==> config.mk <==
export PLATFORM = sky130hd
export DESIGN_NAME = tstamp_capture
export DESIGN_NICKNAME = d
export VERILOG_FILES = /design/src/rtl/cap_pkg.sv /design/src/rtl/cap_edge_sync.sv /design/src/rtl/cap_qualify.sv /design/src/rtl/cap_fifo.sv /design/src/rtl/cap_irq_count.sv /design/src/rtl/tstamp_capture.sv
export SDC_FILE = /design/constraint.sdc
export NUM_CORES = 1
export LEC_CHECK = 0
export BUFFER_PORTS_ARGS = -buffer_cell sky130_fd_sc_hd__buf_2
export CAP_MARGIN = 10
export CORE_MARGIN = 3
export CORE_UTILIZATION = 61
export DETAILED_ROUTE_END_ITERATION = 6
export GPL_TIMING_DRIVEN = 0
export PLACE_DENSITY = 0.84
export SLEW_MARGIN = 25
export SYNTH_ARGS = -nofsm -noshare
export SYNTH_HDL_FRONTEND = slang
export SYNTH_SLANG_ARGS = --single-unit
export TNS_END_PERCENT = 20
==> constraint.sdc <==
create_clock -name clk -period 6 [get_ports clk]
set_clock_uncertainty 0.05 [all_clocks]
set_input_delay 0.3 -clock clk [delete_from_list [all_inputs] [get_ports clk]]
set_output_delay 0.3 -clock clk [all_outputs]
set_load 0.02 [all_outputs]
==> src/rtl/cap_pkg.sv <==
package cap_pkg;
   localparam logic [2:0] MODE_OFF      = 3'b000;
   localparam logic [2:0] MODE_ANY      = 3'b001;
   localparam logic [2:0] MODE_FALL     = 3'b010;
   localparam logic [2:0] MODE_RISE     = 3'b011;
   localparam logic [2:0] MODE_RISE_D4  = 3'b100;
   localparam logic [2:0] MODE_RISE_D16 = 3'b101;

   function automatic logic mode_is_on(input logic [2:0] m);
      return (m != MODE_OFF) && (m <= MODE_RISE_D16);
   endfunction
endpackage

==> src/rtl/cap_edge_sync.sv <==
module cap_edge_sync #(
   parameter int STAGES = 2
) (
   input  logic clk,
   input  logic rst_n,
   input  logic pin_i,
   output logic rise_o,
   output logic fall_o
);
   if (STAGES < 2) begin : g_bad_stages
      $error("cap_edge_sync: STAGES must be at least 2");
   end

   // chain[STAGES-1:0] re-time the pin, chain[STAGES] holds the previous level
   logic [STAGES:0] chain;

   always_ff @(posedge clk or negedge rst_n) begin
      if (!rst_n) chain <= '0;
      else        chain <= {chain[STAGES-1:0], pin_i};
   end

   assign rise_o =  chain[STAGES-1] & ~chain[STAGES];
   assign fall_o = ~chain[STAGES-1] &  chain[STAGES];

   assert_rise_tracks_pin_R1: assert property (@(posedge clk) disable iff (!rst_n)
      rise_o |-> $past(pin_i, STAGES));
   assert_fall_tracks_pin_R1: assert property (@(posedge clk) disable iff (!rst_n)
      fall_o |-> !$past(pin_i, STAGES));
endmodule

==> src/rtl/cap_qualify.sv <==
module cap_qualify
   import cap_pkg::*;
#(
   parameter int DIV_MID = 4,
   parameter int DIV_HI  = 16
) (
   input  logic       clk,
   input  logic       rst_n,
   input  logic [2:0] mode_i,
   input  logic       rise_i,
   input  logic       fall_i,
   output logic       evt_o
);
   localparam int PW = $clog2(DIV_HI);

   if (DIV_MID < 2 || DIV_MID >= DIV_HI) begin : g_bad_div
      $error("cap_qualify: need 2 <= DIV_MID < DIV_HI");
   end

   logic          active;
   logic          sel_edge;
   logic          div_on;
   logic [PW-1:0] limit;
   logic [PW-1:0] pcnt;
   logic          at_limit;

   assign active = mode_is_on(mode_i);

   always_comb begin
      sel_edge = 1'b0;
      div_on   = 1'b0;
      limit    = '0;
      case (mode_i)
         MODE_ANY:  sel_edge = rise_i | fall_i;
         MODE_FALL: sel_edge = fall_i;
         MODE_RISE: sel_edge = rise_i;
         MODE_RISE_D4: begin
            sel_edge = rise_i;
            div_on   = 1'b1;
            limit    = PW'(DIV_MID - 1);
         end
         MODE_RISE_D16: begin
            sel_edge = rise_i;
            div_on   = 1'b1;
            limit    = PW'(DIV_HI - 1);
         end
         default: ;
      endcase
   end

   // a count left above the limit by a mode switch wraps on the next edge
   assign at_limit = (pcnt >= limit);

   always_ff @(posedge clk or negedge rst_n) begin
      if (!rst_n)                pcnt <= '0;
      else if (!active)          pcnt <= '0;
      else if (sel_edge && div_on) begin
         if (at_limit) pcnt <= '0;
         else          pcnt <= pcnt + 1'b1;
      end
   end

   assign evt_o = sel_edge && (!div_on || at_limit);

   assert_no_event_when_off_R5: assert property (@(posedge clk) disable iff (!rst_n)
      evt_o |-> mode_is_on(mode_i));
   assert_prescale_idle_off_R4: assert property (@(posedge clk) disable iff (!rst_n)
      !mode_is_on(mode_i) |=> (pcnt == '0));
endmodule

==> src/rtl/cap_fifo.sv <==
module cap_fifo #(
   parameter int W     = 16,
   parameter int DEPTH = 4
) (
   input  logic         clk,
   input  logic         rst_n,
   input  logic         flush_i,
   input  logic         push_i,
   input  logic [W-1:0] wdata_i,
   input  logic         pop_i,
   output logic [W-1:0] rdata_o,
   output logic         nempty_o,
   output logic         ovf_o
);
   localparam int AW = $clog2(DEPTH);
   localparam logic [AW:0] CNT_FULL = (AW + 1)'(DEPTH);

   if (DEPTH < 2 || (DEPTH & (DEPTH - 1)) != 0) begin : g_bad_depth
      $error("cap_fifo: DEPTH must be a power of two, at least 2");
   end

   logic [W-1:0]  mem [DEPTH];
   logic [AW-1:0] wp, rp;
   logic [AW:0]   cnt;
   logic          pop_ok, push_ok, drop;

   assign pop_ok  = pop_i && (cnt != '0);
   assign push_ok = push_i && ((cnt != CNT_FULL) || pop_ok);
   assign drop    = push_i && !push_ok;

   always_ff @(posedge clk) begin
      if (push_ok && !flush_i) mem[wp] <= wdata_i;
   end

   always_ff @(posedge clk or negedge rst_n) begin
      if (!rst_n) begin
         wp      <= '0;
         rp      <= '0;
         cnt     <= '0;
         rdata_o <= '0;
         ovf_o   <= 1'b0;
      end else if (flush_i) begin
         wp    <= '0;
         rp    <= '0;
         cnt   <= '0;
         ovf_o <= 1'b0;
      end else begin
         if (pop_ok) begin
            rdata_o <= mem[rp];
            rp      <= rp + 1'b1;
         end
         if (push_ok) wp <= wp + 1'b1;
         case ({push_ok, pop_ok})
            2'b10:   cnt <= cnt + 1'b1;
            2'b01:   cnt <= cnt - 1'b1;
            default: ;
         endcase
         if (drop)                                   ovf_o <= 1'b1;
         else if (pop_ok && !push_ok && cnt == 1)    ovf_o <= 1'b0;
      end
   end

   assign nempty_o = (cnt != '0);

   assert_count_bounded_R6: assert property (@(posedge clk) disable iff (!rst_n)
      cnt <= CNT_FULL);
   assert_ovf_only_from_full_R7: assert property (@(posedge clk) disable iff (!rst_n)
      $rose(ovf_o) |-> $past(cnt == CNT_FULL && push_i && !pop_i));
   assert_full_swap_keeps_full_R8: assert property (@(posedge clk) disable iff (!rst_n)
      (cnt == CNT_FULL && push_i && pop_i && !flush_i) |=> (cnt == CNT_FULL) && $stable(ovf_o));
   assert_empty_read_holds_R10: assert property (@(posedge clk) disable iff (!rst_n)
      (pop_i && cnt == '0 && !flush_i) |=> $stable(rdata_o));
   assert_last_pop_clears_R11: assert property (@(posedge clk) disable iff (!rst_n)
      (pop_i && !push_i && cnt == 1 && !flush_i) |=> !nempty_o);
endmodule

==> src/rtl/cap_irq_count.sv <==
module cap_irq_count #(
   parameter int CW = 2
) (
   input  logic          clk,
   input  logic          rst_n,
   input  logic          clear_i,
   input  logic          evt_i,
   input  logic [CW-1:0] thresh_i,
   output logic          irq_o
);
   if (CW < 1) begin : g_bad_cw
      $error("cap_irq_count: CW must be at least 1");
   end

   logic [CW-1:0] seen;

   always_ff @(posedge clk or negedge rst_n) begin
      if (!rst_n) begin
         seen  <= '0;
         irq_o <= 1'b0;
      end else if (clear_i) begin
         seen  <= '0;
         irq_o <= 1'b0;
      end else begin
         irq_o <= 1'b0;
         if (evt_i) begin
            if (seen >= thresh_i) begin
               seen  <= '0;
               irq_o <= 1'b1;
            end else begin
               seen <= seen + 1'b1;
            end
         end
      end
   end

   assert_irq_follows_event_R9: assert property (@(posedge clk) disable iff (!rst_n)
      irq_o |-> $past(evt_i && !clear_i));
endmodule

==> src/rtl/tstamp_capture.sv <==
module tstamp_capture
   import cap_pkg::*;
#(
   parameter int TW          = 16,
   parameter int DEPTH       = 4,
   parameter int SYNC_STAGES = 2,
   parameter int DIV_MID     = 4,
   parameter int DIV_HI      = 16,
   parameter int ICW         = 2
) (
   input  logic           clk,
   input  logic           rst_n,
   input  logic           pin_i,
   input  logic [2:0]     mode_i,
   input  logic           tsel_i,
   input  logic [ICW-1:0] icnt_i,
   input  logic [TW-1:0]  timer_a_i,
   input  logic [TW-1:0]  timer_b_i,
   input  logic           rd_i,
   output logic [TW-1:0]  rdata_o,
   output logic           nempty_o,
   output logic           ovf_o,
   output logic           irq_o
);
   if (TW < 1) begin : g_bad_tw
      $error("tstamp_capture: TW must be at least 1");
   end

   logic          rise, fall, evt, off;
   logic [TW-1:0] stamp;

   assign off   = !mode_is_on(mode_i);
   assign stamp = tsel_i ? timer_b_i : timer_a_i;

   cap_edge_sync #(.STAGES(SYNC_STAGES)) u_sync (
      .clk(clk), .rst_n(rst_n), .pin_i(pin_i), .rise_o(rise), .fall_o(fall));

   cap_qualify #(.DIV_MID(DIV_MID), .DIV_HI(DIV_HI)) u_qual (
      .clk(clk), .rst_n(rst_n), .mode_i(mode_i),
      .rise_i(rise), .fall_i(fall), .evt_o(evt));

   cap_fifo #(.W(TW), .DEPTH(DEPTH)) u_fifo (
      .clk(clk), .rst_n(rst_n), .flush_i(off), .push_i(evt), .wdata_i(stamp),
      .pop_i(rd_i), .rdata_o(rdata_o), .nempty_o(nempty_o), .ovf_o(ovf_o));

   cap_irq_count #(.CW(ICW)) u_irq (
      .clk(clk), .rst_n(rst_n), .clear_i(off), .evt_i(evt),
      .thresh_i(icnt_i), .irq_o(irq_o));

   assert_off_empties_R5: assert property (@(posedge clk) disable iff (!rst_n)
      off |=> !nempty_o && !ovf_o && !irq_o);
   assert_capture_sets_nempty_R6: assert property (@(posedge clk) disable iff (!rst_n)
      (evt && !off) |=> nempty_o);
endmodule

Word-level counts from Yosys, hierarchy flattened
Memories as Yosys holds them, arrays and structs flattened. A register that Yosys moved wholly into a read port is not among the register bits.
Index checks and enable logic that the tools add are counted.
{"block": "totals", "register_bits": 18, "ram_bits": 64, "input_bits": 42, "output_inout_bits": 19, "word_cells": 81, "memories": 1}
{"name": "u_fifo.mem", "words": 4, "width": 16, "read_ports": 1, "rd_ports_with_merged_regs": 1, "wr": 1, "line": "cap_fifo.sv:22", "text": "logic [W-1:0] mem [DEPTH];"}
{"block": "classes", "add_sub_neg": 6, "order_cmp": 3, "eq_ne": 15, "muxes": 24, "bitwise": 5, "reduce_logical": 19}
{"operator": "$mux 16", "count": 1}
{"operator": "$mux 2", "count": 7}
{"operator": "$mux 4", "count": 3}
{"operator": "$logic_and 1x1->1", "count": 9}
{"operator": "$mux 1", "count": 9}
{"operator": "$pmux 4 s2", "count": 1}
{"operator": "$add 2x1->2 const B", "count": 3}
{"operator": "$eq 3x1->1 const B", "count": 2}
{"operator": "$eq 3x2->1 const B", "count": 2}
{"operator": "$eq 3x3->1 const B", "count": 2}
{"operator": "$ne 2x1->1 const B", "count": 3}
{"operator": "$ne 3x1->1 const B", "count": 2}
{"operator": "$pmux 3 s2", "count": 1}
{"operator": "$reduce_bool 3->1", "count": 2}
{"operator": "$add 4x1->4 const B", "count": 1}
{"operator": "$ge 4x4->1", "count": 1}
{"operator": "$add 3x1->3 const B", "count": 1}
{"operator": "$le 3x3->1 const B", "count": 1}
{"operator": "$logic_not 1->1", "count": 3}
{"operator": "$mux 3", "count": 1}
{"operator": "$ne 3x3->1 const B", "count": 1}
{"operator": "$pmux 1 s3", "count": 1}
{"operator": "$reduce_or 3->1", "count": 1}
{"operator": "$sub 3x1->3 const B", "count": 1}
{"operator": "other kinds (10)", "count": 13}

Longest topological paths before layout
{"block": "logic_depth", "ltp_word": 13, "mapped_depth": 9, "depth_no_buf": 9}

Hierarchy
A second synthesis with hierarchy kept.
{"block": "unflattened", "cells_unflattened": 276, "hier_area_um2": 4548.1}
{"mod": "cap_fifo", "n_inst": 1, "cells_per_inst": 189, "area_per_inst_um2": 3626.0, "seq_area_each_um2": 2522.4}
{"mod": "cap_qualify", "n_inst": 1, "cells_per_inst": 44, "area_per_inst_um2": 380.4, "seq_area_each_um2": 100.1}
{"mod": "tstamp_capture", "n_inst": 1, "cells_per_inst": 20, "area_per_inst_um2": 261.5, "seq_area_each_um2": 0.0}
{"mod": "cap_irq_count", "n_inst": 1, "cells_per_inst": 18, "area_per_inst_um2": 190.2, "seq_area_each_um2": 75.1}
{"mod": "cap_edge_sync", "n_inst": 1, "cells_per_inst": 5, "area_per_inst_um2": 90.1, "seq_area_each_um2": 75.1}

Least setup slack after synthesis
Ideal clock, no wire load.
{"block": "synth_path", "kind": "input -> register", "from": "in mode_i[2]", "to": "mem u_fifo.mem[0][0] (enable)", "setup_time_ps": 374, "arrival_ps": 1989, "required_ps": 5576, "path_slack_ps": 3588, "cell_stages": 7, "path_buffers": 0, "cell_sequence": "nor2b_1 > nand2_1 > ha_1 > o21a_1 > a211oi_2 > a311oi_4 > and2_1"}
{"block": "synth_between", "elab_chain_len": 10, "word_cells_on_any_way": 21, "classes_between": "order compare: 2; eq/ne: 5; mux: 5; reduce/logical: 9"}
{"element": "start, declared", "line": "tstamp_capture.sv:14", "text": "input logic [2:0] mode_i,"}
{"element": "branches (longest 7 deep; another with $ge 4x4->1)"}
{"element": "$logic_and 1x1->1 *", "line": "cap_fifo.sv:32", "text": "if (push_ok && !flush_i) mem[wp] <= wdata_i;"}
{"element": "$mux 1 *", "line": "cap_fifo.sv:32"}
{"element": "$mux 1 (implied by the code) *", "line": "cap_fifo.sv:32"}
{"element": "end, declared", "line": "cap_fifo.sv:22"}
Every way passes the cells marked *.

Worst setup path after layout
{"block": "layout_path", "from": "reg u_sync.chain[1]", "to": "mem u_fifo.mem[2][4] (enable)"}
{"block": "layout_between", "elab_chain_len": 9, "word_cells_on_any_way": 10, "classes_between": "mux: 3; bitwise: 4; reduce/logical: 3"}
{"element": "start, declared", "line": "cap_edge_sync.sv:15", "text": "logic [STAGES:0] chain;"}
{"element": "start signal, assigned", "line": "cap_edge_sync.sv:19", "text": "else chain <= {chain[STAGES-1:0], pin_i};"}
{"element": "$not 1->1", "line": "cap_edge_sync.sv:23", "text": "assign fall_o = ~chain[STAGES-1] & chain[STAGES];"}
{"element": "$and 1x1->1", "line": "cap_edge_sync.sv:23"}
{"element": "$or 1x1->1", "line": "cap_qualify.sv:34", "text": "MODE_ANY: sel_edge = rise_i | fall_i;"}
{"element": "$pmux 1 s3 *", "line": "cap_qualify.sv:33", "text": "case (mode_i)"}
{"element": "$logic_and 1x1->1 *", "line": "cap_qualify.sv:63", "text": "assign evt_o = sel_edge && (!div_on || at_limit);"}
{"element": "$logic_and 1x1->1 *", "line": "cap_fifo.sv:28", "text": "assign push_ok = push_i && ((cnt != CNT_FULL) || pop_ok);"}
{"element": "$logic_and 1x1->1 *", "line": "cap_fifo.sv:32"}
{"element": "$mux 1 *", "line": "cap_fifo.sv:32"}
{"element": "$mux 1 (implied by the code) *", "line": "cap_fifo.sv:32"}
Mark *: on every way between the ends. The rest lies on a longest branch, timed or not.

==> impl_metrics.env <==
export IMPL_p_leak_nw=1.93
export IMPL_drive_above_1_share_pct=37.4
export IMPL_rsz0062_at_grt="no"
export IMPL_rr_startpoint="u_sync.chain[1]$_DFF_PN0_"
export IMPL_clock_latency_ns=0.35
export IMPL_yosys_most_used_dff="edfxtp_1"
export IMPL_worst_setup_path_start_kind="flip-flop"
export IMPL_syn_avg_cell_area_um2=16.2
export IMPL_drv_cap=0
export IMPL_finalInstanceArea_mm2=0.00493
export IMPL_cp_arrival_ns=2.70
export IMPL_place_inst=416
export IMPL_cts_path_max_buffers=2
export IMPL_fin_util_pct=75.0
export IMPL_drt_iter0_markers=110
export IMPL_finalSetupViolCount=0
export IMPL_hold_ws_ns=0.243
export IMPL_drtAntennaViolNets=0
export IMPL_critical_path_class="reg2reg"
export IMPL_worstMarginPinSlew_ns=0.910
export IMPL_vias=2456
export IMPL_cts_max_level=3
export IMPL_end_kind="flip-flop"
export IMPL_antenna_found_initial=0
export IMPL_critPathCapture="u_fifo.mem[2][4]$_DFFE_PP_"
export IMPL_critPathMaxFanout=16
export IMPL_hpwl_um=5360
export IMPL_yosysMostFrequentCell="edfxtp_1"
export IMPL_relSlewSlack_pct=39.3
export IMPL_initial_core_util_pct=65.2
export IMPL_n_fill_cell=410
export IMPL_status="complete, no violations"
export IMPL_finalNonFillerCells=433
export IMPL_yosysSeqAreaShare_pct=64.8
export IMPL_fmaxAchievable_ghz=0.362
export IMPL_power_density_mw_per_mm2=382
export IMPL_wl_per_cell_um=18.5
export IMPL_fp_coreArea_mm2=0.00657
export IMPL_die_y_um=89.8
export IMPL_cts_sinks=98
export IMPL_portBuffers=59
export IMPL_rr_endpoint="u_fifo.mem[2][4]$_DFFE_PP_"
export IMPL_slowest_stage="and2_1"
export IMPL_antenna_cells=0
export IMPL_required_ns=5.93
export IMPL_dpl_cell_area_mm2=0.00469
export IMPL_netlist_area_mm2=0.00428
export IMPL_synth_cells=264
export IMPL_min_path_type="in2reg"
export IMPL_finalWeightedCongestion=0.758
export IMPL_peakVddDrop_uv=233
export IMPL_ys_warnings_count=0
export IMPL_dieArea_mm2=0.00806
export IMPL_finalHoldViolCount=0
export IMPL_path_depth=6
export IMPL_r2r_cells=6
export IMPL_path_clk_slew_ns=0.09
export IMPL_yosys_area_top_type_share_pct=44.9
export IMPL_synth_edf_count=64
export IMPL_drc=0
export IMPL_yosysUniqueCellTypes=39
export IMPL_fin_crit_sh_pct=46.1
export IMPL_ys_ff_latch=98
export IMPL_syn_nets=322
export IMPL_synth_common_cells="edfxtp_1 (64), dfrtp_1 (34), mux2_2 (32)"
export IMPL_grt_pass1_vias=2652
export IMPL_synth_area_top_cells="edfxtp_1 (45%), dfrtp_1 (20%), mux2_2 (8.4%)"
export IMPL_syn2layout_area_growth_pct=15.2
export IMPL_slowest_delay_ns=0.80
export IMPL_num_rows=29
export IMPL_cts_buffers_inserted=9
export IMPL_fin_nets=394
export IMPL_root_buffer="clkbuf_8"
export IMPL_slew_viol_final=0
export IMPL_cp_cell_sequence="inv_1 -> ha_1 -> nor2_1 -> o21ai_0 -> a311oi_4 -> and2_1"
export IMPL_cts_tree="yes"
export IMPL_gr_total_overflow=0
export IMPL_grt_use_total_pct=21.7
export IMPL_grt_pass1_wl_um=13500
export IMPL_routed_wl_um=8030
export IMPL_grt_max_degree=35
export IMPL_ios=61
export IMPL_async_flop_share_pct=34.7
export IMPL_drt_pass1_iterations=4
export IMPL_fin_tns_setup_ns=0
export IMPL_die_w_um=89.8
export IMPL_fin_crit_ns=2.77
export IMPL_synth_top_cell_by_area="edfxtp_1"
export IMPL_cpLargestDelayFamily="simple AND/OR/NAND/NOR gates"
export IMPL_crit_buf_inv=1
export IMPL_ff2ff_setup_slack_ns=3.23
export IMPL_viasPerCell=5.67
export IMPL_cp_startpoint="u_sync.chain[1]$_DFF_PN0_"
[metal layers]
metal	part of all wire, %	global-route usage, %
met5	0	0
met4	1.5	7.28
met3	3.4	4.92
met2	53	37.7
met1	42	27.0
[report_power, final]
| group | internal [mW] | switching [mW] | total (mW) |
|---|---|---|---|
| sequential | 0.816 | 0.0519 | 0.868 |
| combinational | 0.254 | 0.297 | 0.551 |
| clock | 0.246 | 0.217 | 0.463 |
[layout by cell type (no fill, tap or decap), types with 2 or more instances in the layout]
master / count
ha_1: 16
nor2_1: 9
dfrtp_1: 34
edfxtp_1: 64
mux2_2: 32
a211o_1: 2
nand3_1: 8
xnor2_1: 2
nand2b_1: 5
nand2_1: 12
and2_1: 6
buf_1: 3
a21oi_1: 5
o21ai_0: 6
buf_2: 60
nand3b_1: 2
a21o_1: 2
nor3_1: 4
clkbuf_8: 10
nor2b_1: 2
mux4_2: 16
clkbuf_1: 6
dlygate4sd3_1: 2
inv_1: 11
bufinv_16: 2
[layout make-up]
| type | count | area [um^2] | area share (%) |
|---|---|---|---|
| Tap cell | 93 | 116 | 2.36 |
| Clock inverter | 4 | 76.3 | 1.55 |
| Clock buffer | 11 | 141 | 2.87 |
| Timing Repair Buffer | 61 | 315 | 6.40 |
| Sequential cell | 98 | 2770 | 56.3 |
| Inverter | 11 | 41.3 | 0.838 |
| Multi-Input combinational cell | 146 | 1430 | 29.0 |
| Buffer | 9 | 35.0 | 0.711 |
[cells by family after synthesis]
logic type                 after synthesis  synth area share, %
DFF                                     98                 64.8
adders and majority gates               16                 4.68
AOI/OAI and AO/OA                       27                 4.91
buffers and inverters                   20                 1.78
and+or+nand+nor                         52                 6.37
xor gates and xnor gates                 3                0.614
muxes                                   48                 16.8
[state kept, by name, summed over array words and instances (netlist names)]
name            cells
u_sync.chain        3
u_irq.seen          2
u_fifo.rdata_o     16
u_qual.pcnt         4
u_fifo.ovf_o        1
u_fifo.rp           2
u_fifo.wp           2
u_irq.irq_o         1
u_fifo.cnt          3
u_fifo.mem         64
[metrics by stage]
stage	power, mW	setup WS (ns)
finish	1.88	3.23
global route	1.98	3.02
CTS	1.89	3.17
detailed placement	1.43	2.98
global placement	1.41	3.01
floorplan	1.27	3.59
[worst reg2reg max path: cells and delay by family (launching register included)]
kind	cells	cell delay [ns]
flops	1	0.39
simple gates	2	0.89
fa+ha+maj	1	0.29
buf+inv	1	0.05
compound gates	2	0.72
[how the worst min path moves through the flow]
stage / to / cells past startpoint / startpoint / slack [ns]
final: u_fifo.mem[3][0]$_DFFE_PP_ / 2 / timer_b_i[0] / 0.24
after global routing: u_fifo.mem[1][14]$_DFFE_PP_ / 2 / timer_a_i[14] / 0.23
after CTS: u_fifo.mem[2][14]$_DFFE_PP_ / 2 / timer_b_i[14] / 0.23
after detailed placement: u_sync.chain[1]$_DFF_PN0_ / 0 / u_sync.chain[0]$_DFF_PN0_ / 0.29
after global placement: u_sync.chain[1]$_DFF_PN0_ / 0 / u_sync.chain[0]$_DFF_PN0_ / 0.28
after floorplan: u_fifo.cnt[0]$_DFFE_PN0P_ / 0 / rst_n / -0.05
[repair_timing]
action | 4_1_cts | 5_1_grt
hold buffers | 2 | 0
endpoints found under the hold margin | 35 | 0
setup buffers | 0 | 0
resized for setup | 0 | 0
(Power assumes the default switching activity.)
